==> src/rtl/dec_event_timer.sv <==
module dec_event_timer #(
  parameter int AW = 16,
  parameter int W = 16,
  parameter logic [AW-1:0] BASE = 16'hFFFA,
  parameter int TICK_DIV = 4,
  localparam int PW = (TICK_DIV > 1) ? $clog2(TICK_DIV) : 1
) (
  input  logic          clk,
  input  logic          rst_n,
  input  logic [AW-1:0] bus_addr,
  input  logic          bus_wr,
  input  logic [W-1:0]  bus_wdata,
  input  logic          bus_rd,
  output logic [W-1:0]  bus_rdata,
  input  logic          evt_mode,
  input  logic          tmr_en,
  input  logic          ext_pin,
  input  logic          irq_ack,
  output logic          tmr_flag,
  output logic          tmr_req,
  output logic          ext_irq
);

  logic [W-1:0]  cnt, rld;
  logic [PW-1:0] pre;
  logic          pin_s1, pin_s2, pin_d;

  wire hit       = (bus_addr[AW-1:1] == BASE[AW-1:1]);
  wire wr_hit    = bus_wr && hit;
  wire evt_edge  = pin_s2 && !pin_d;
  wire tmr_tick  = !evt_mode && tmr_en && (pre == PW'(TICK_DIV - 1));
  wire trig      = evt_mode ? evt_edge : tmr_tick;
  wire hit_zero  = trig && (cnt == W'(1));
  wire post_irq  = !wr_hit && hit_zero && tmr_en;

  assign bus_rdata = (bus_rd && hit) ? cnt : '0;
  assign ext_irq   = !evt_mode && pin_s2;

  always_ff @(posedge clk) begin
    if (!rst_n) begin
      pin_s1 <= 1'b0;
      pin_s2 <= 1'b0;
      pin_d  <= 1'b0;
    end else begin
      pin_s1 <= ext_pin;
      pin_s2 <= pin_s1;
      pin_d  <= pin_s2;
    end
  end

  always_ff @(posedge clk) begin
    if (!rst_n)
      pre <= '0;
    else if (wr_hit || evt_mode || !tmr_en || tmr_tick)
      pre <= '0;
    else
      pre <= pre + PW'(1);
  end

  always_ff @(posedge clk) begin
    if (!rst_n) begin
      cnt <= '0;
      rld <= '0;
    end else if (wr_hit) begin
      cnt <= bus_wdata;
      rld <= bus_wdata;
    end else if (trig) begin
      cnt <= hit_zero ? rld : cnt - W'(1);
    end
  end

  always_ff @(posedge clk) begin
    if (!rst_n) begin
      tmr_flag <= 1'b0;
      tmr_req  <= 1'b0;
    end else begin
      tmr_req <= post_irq;
      if (post_irq)
        tmr_flag <= 1'b1;
      else if (irq_ack)
        tmr_flag <= 1'b0;
    end
  end

  p_write_load_r2: assert property (@(posedge clk) disable iff (!rst_n)
    wr_hit |=> (cnt == $past(bus_wdata)) && (rld == $past(bus_wdata)));

  p_step_r4: assert property (@(posedge clk) disable iff (!rst_n)
    !wr_hit |=> (cnt == $past(cnt)) || (cnt == $past(cnt) - W'(1)) || (cnt == rld));

  p_req_flag_r5: assert property (@(posedge clk) disable iff (!rst_n)
    tmr_req |-> tmr_flag);

  p_idle_r6: assert property (@(posedge clk) disable iff (!rst_n)
    (!evt_mode && !tmr_en && !wr_hit) |=> $stable(cnt));

  p_req_pulse_r5: assert property (@(posedge clk) disable iff (!rst_n)
    tmr_req |=> !tmr_req || (rld == W'(1)));

  p_zero_wrap_r11: assert property (@(posedge clk) disable iff (!rst_n)
    (!wr_hit && cnt == '0) |=> !tmr_req);

endmodule

==> config.mk <==
export PLATFORM = sky130hd
export DESIGN_NAME = dec_event_timer
export DESIGN_NICKNAME = d
export VERILOG_FILES = /design/src/rtl/dec_event_timer.sv
export SDC_FILE = /design/constraint.sdc
export NUM_CORES = 1
export LEC_CHECK = 0
export CAP_MARGIN = 10
export CORE_MARGIN = 5
export CORE_UTILIZATION = 52
export DETAILED_ROUTE_END_ITERATION = 8
export PLACE_DENSITY = 0.89
export SYNTH_ARGS = -nofsm -noshare
export SYNTH_HDL_FRONTEND = slang
export SYNTH_SLANG_ARGS = --single-unit
==> constraint.sdc <==
create_clock -name clk -period 4.8 [get_ports clk]
set_clock_uncertainty 0.15 [all_clocks]
set_input_delay 0.96 -clock clk [delete_from_list [all_inputs] [get_ports clk]]
set_output_delay 0.96 -clock clk [all_outputs]
set_load 0.02 [all_outputs]
# Word-level counts from Yosys, hierarchy flattened
# Index checks and enable logic that the tools add are counted.
# word_totals
reg_bits	39
input_bits	40
out_inout_bits	19
wordCells	40
# classes
addsub	2
n_eq_ne	3
mux	7
bitwise_logic	1
n_reduce_logical	19
# op_table
cell	n
16-bit 2-to-1 mux	4
16-bit by 1-bit == test with 1-bit output (second input constant)	1
16-bit by 1-bit subtractor with 16-bit output (second input constant)	1
15-bit == test (second input constant)	1
1-bit logical AND	9
1-bit zero test	4
2-bit nonzero test	2
1-bit logical OR	3
1-bit 2-to-1 mux	3
2-bit by 1-bit adder with 2-bit output (second input constant)	1
2-bit == test (second input constant)	1
2-bit OR reduction	1
1-bit inverter	1

# Logic depth before layout (Yosys ltp)
# depth
ltp_word	8
mapped_depth	8
mapped_depth_nobuf	7

# Worst setup path after synthesis
# OpenSTA, ideal clock, no wires.
# synth_path
path_type	in2out
from	in bus_addr[2]
to	out bus_rdata[10]
t_arrival_ps	2118
t_required_ps	3690
path_slack_ps	1572
path_stages	4
n_path_buf	1
cell_sequence	nand4b_1 nor4_2 clkbuf_1 and3_1
# synth_via
elab_chain_cells	3
# synth_lines
item	line_no	text
start: declaration	10	input logic [AW-1:0] bus_addr,
15-bit == test	28	wire hit = (bus_addr[AW-1:1] == BASE[AW-1:1]);
1-bit logical AND	36	assign bus_rdata = (bus_rd && hit) ? cnt : '0;
16-bit 2-to-1 mux	36	
end: declaration	14	output logic [W-1:0] bus_rdata,
# No other way between the ends.

# Final worst setup path
# layout_path
from	in bus_addr[4]
to	out bus_rdata[13]
# The elaborated chain is that of the path after synthesis.

==> results.txt <==
----------------------------------------------------
[Yosys]
  Number of enable-type register cells in the synthesized netlist ... 0
  Top area cells in the synthesized netlist ... sky130_fd_sc_hd__dfxtp_1, sky130_fd_sc_hd__nand2_1, sky130_fd_sc_hd__a21oi_1, sky130_fd_sc_hd__a21boi_0, sky130_fd_sc_hd__o21ai_0
  Adder-Cell Fraction of Synth Area ... 0.0175
  Post-synthesis xor/xnor area fraction ... 0.0286
  Mux cell area share after synthesis ... 0
  Cell types with the highest counts after synthesis ... sky130_fd_sc_hd__nand2_1, sky130_fd_sc_hd__dfxtp_1, sky130_fd_sc_hd__a21oi_1
  Synth Cell Area ... 0.00214 sq mm
  Syn_nets ... 315
  Simple-gate share of the synthesized area ... 0.254
  Share of the synthesized area in compound gates (AO/OA/AOI/OAI) ... 0.281
  Synth Warn # ... 0
  Gate count of the mapped netlist ... 272
  Async SR Flop Fraction ... 0
  Number of library cell types mapped by synthesis ... 44
  Primary flip-flop cell chosen by synthesis mapping ... sky130_fd_sc_hd__dfxtp_1
  Number of synthesized register bits ... 39
  Area share of the largest cell type after synthesis ... 0.364
  Dominant combinational cell family by area after synthesis ... compound AO/OA/AOI/OAI gates
  Most common cell in the synthesized netlist ... sky130_fd_sc_hd__nand2_1
  Sequential area share after synthesis ... 0.364
  Cell accounting for the most synthesized area ... sky130_fd_sc_hd__dfxtp_1
  Mapped Avg Cell Area ... 7.88 sq um

[Worst setup path]
  Worst path slowest cell ... sky130_fd_sc_hd__clkdlybuf4s50_1
  Crit-path max cell delay ... 620 ps
  Worst Setup Start Kind ... input port
  Gate family responsible for the most delay along the worst path ... buffers and inverters
  Count of cells along the worst register-to-register path ... 5
  Crit-path cells ... clkdlybuf4s50_1 -> nand3_1 -> nor4_2 -> buf_4 -> and3_1 -> clkdlybuf4s50_1
  Crit. path cell count ... 6
  Data arrival time of the critical path ... 2820 ps
  Worst-path maximum fanout ... 19
  Reg-to-reg critical path endpoint ... cnt[6]
  R2r startpoint ... cnt[4]
  Timing endpoint of the critical path ... bus_rdata[13]
  Kind of capture point of the worst setup path ... output port
  R2R setup slack ... 1830 ps
  Timing startpoint of the critical path ... bus_addr[4]
  Cell repeated most along the worst path ... sky130_fd_sc_hd__clkdlybuf4s50_1
  Crit path kind ... input port to output port
  Crit path buffers/inverters ... 3
  Data required time at the worst endpoint ... 3690 ps

[GRT]
  Total track usage ... 0.197
  Number of antenna violations at the first check in global routing ... 0
  Global-route wire length before repair ... 8560 microns
  Maximum number of pins on one net before global-route repair ... 40
  Global route overflow ... 0
  Via count of the first global-routing pass ... 1901

[Clocking]
  Inserted Clock Buffers ... 5
  Number of H-tree branching levels ... 2
  CTS tree ... built
  Count of hold-fix buffers inserted at cts ... 0
  Post-cts sizing count ... 0
  Clock transition at the registers of the reported paths ... 70 ps
  Total clock sinks ... 39
  Clock Tree Root ... sky130_fd_sc_hd__clkbuf_8
  Clock insertion delay at the later pin of the skew report ... 300 ps
  Worst-case clock buffer depth ... 2
  Buffers inserted during post-CTS setup optimization ... 0

[STA]
  Post-route minimum period ... 3930 ps
  Setup violators final ... 0
  Setup repair after global routing missed its margin ... false
  Final Worst Setup Slack ... 870 ps
  Setup TNS ... 0 ps
  Fin crit share ... 0.819
  Total count of max-transition violations in the final report ... 0
  Relative max-transition margin ... 0.189
  Worst slew pin tran ... 1210 ps
  Highest attainable clock frequency ... 254 MHz
  Number of failing hold endpoints at the final stage ... 0

[Outcome]
  Outcome ... finished, final reports clean

[Placement]
  Gpl congestion ... 0.798
  Setup slack after placement ... 854 ps
  HPWL Detailed ... 3750 microns
  # port buffers ... 57

[Routing]
  Starting DRC count in detailed routing ... 226
  Detailed-route DRC error count ... 0
  Via density ... 5.87
  Average routed wire per standard cell ... 15.1 microns
  Routed via count ... 2142
  Total Routed Length ... 5520 microns
  Count of antenna-violating nets left after detailed routing ... 0
  First-pass iteration count of the detailed router ... 4

[Job]
  Maximum capacitance violations ... 0

[Power]
  Power density relative to cell area ... 247 mW/mm^2
  Peak VDD IR ... 0.196 mV
  Leak Pwr ... 1.01 nW

[Cells and area]
  Net count, final ... 358
  Synthesis-to-finish area growth ... 29.7%
  Filler instances ... 339
  Share of cells above drive strength 1 ... 0.0508
  Inserted Diodes ... 0

[Worst hold path]
  Min-delay worst type ... flop to flop

[Die]
  Floorplan core area ... 0.00400 sq mm
  Die footprint ... 0.00550 sq mm
  Number of rows in the core area ... 23
  Initial core utilization ... 0.536
  Number of primary I/O pins ... 59
  Horizontal die dimension ... 74.2 microns
  Vertical die dimension ... 74.2 microns

----------------------------------------------------
==> state kept, by name, indices dropped and copies added, names as in the netlist <==
signal and count:
pin_s2 1, tmr_flag 1, rld 16, cnt 16
pin_d 1, pre 2, tmr_req 1, pin_s1 1
==> worst register-to-register path: stages, from the launching register on <==
cell and delay (ps):
sky130_fd_sc_hd__dfxtp_1 380, sky130_fd_sc_hd__nor4_1 680, sky130_fd_sc_hd__nand4_2 850, sky130_fd_sc_hd__o22a_1 510, sky130_fd_sc_hd__o22ai_1 150, sky130_fd_sc_hd__a21oi_1 90
==> stage by stage <==
| stage | hold WS [ps] | power, mW | area [sq um] | utilization | instances |
|---|---|---|---|---|---|
| after floorplan | 255 | 0.419 | 2140 | - | 272 |
| after global placement | 265 | 0.465 | 2690 | 0.673 | 358 |
| after detailed placement | 277 | 0.468 | 2690 | 0.673 | 358 |
| after CTS | 290 | 0.685 | 2780 | 0.695 | 365 |
| after global routing | 307 | 0.711 | 2780 | 0.695 | 365 |
| final | 290 | 0.686 | 2780 | 0.695 | 365 |
==> cell families (layout without fill, tap and decap cells) <==
| group | count (synthesis) | in the layout |
|---|---|---|
| adder cells (fa/ha/maj) | 3 | 3 |
| flip-flops | 39 | 39 |
| buffers and inverters | 29 | 72 |
| AND/OR/NAND/NOR | 100 | 100 |
| AO/OA/AOI/OAI | 94 | 94 |
| XOR/XNOR | 7 | 7 |
==> final cells by class <==
class                      instances  area, sq um  share of cell area
timing repair buffer              58          578               0.208
multi-input combinational        204         1240               0.448
tap                               50         62.6              0.0225
clock inverter                     1         5.00             0.00180
clock buffer                       6         82.6              0.0297
inverter                           7         26.3             0.00946
sequential                        39          781               0.281
==> per-layer routing <==
metal	GRT usage	share of wire
met4	0.0543	0.011
met2	0.349	0.48
met3	0.0500	0.084
met5	0	0
met1	0.236	0.43
==> power breakdown <==
part           switching, mW  total (mW)  internal, mW
clock                  0.111       0.223         0.113
sequential           0.00932       0.339         0.330
combinational         0.0548       0.124        0.0689
total                  0.175       0.686         0.511
==> worst min path at each step <==
stage            from     end  slack, ps  cells past startpoint
2_1_floorplan  pre[0]  pre[0]        260                      1
3_3_place_gp   pin_s1  pin_s2        270                      1
3_5_place_dp   pin_s1  pin_s2        280                      1
4_1_cts        pre[0]  pre[0]        290                      1
5_1_grt        pin_s1  pin_s2        310                      1
6_report       pin_s1  pin_s2        290                      1
==> cells in the final DEF (no fill, tap or decap), types with 5 or more instances in the layout <==
cell,instances
sky130_fd_sc_hd__xnor2_1,6
sky130_fd_sc_hd__nor3_1,7
sky130_fd_sc_hd__o21ai_0,21
sky130_fd_sc_hd__nand2_1,41
sky130_fd_sc_hd__clkdlybuf4s50_1,57
sky130_fd_sc_hd__nor4_1,5
sky130_fd_sc_hd__a21oi_1,27
sky130_fd_sc_hd__and3_1,16
sky130_fd_sc_hd__dfxtp_1,39
sky130_fd_sc_hd__a21o_1,5
sky130_fd_sc_hd__inv_1,7
sky130_fd_sc_hd__a21boi_0,16
sky130_fd_sc_hd__o211ai_1,5
sky130_fd_sc_hd__clkbuf_8,6
Note: power is estimated with default switching activity, not from simulation.
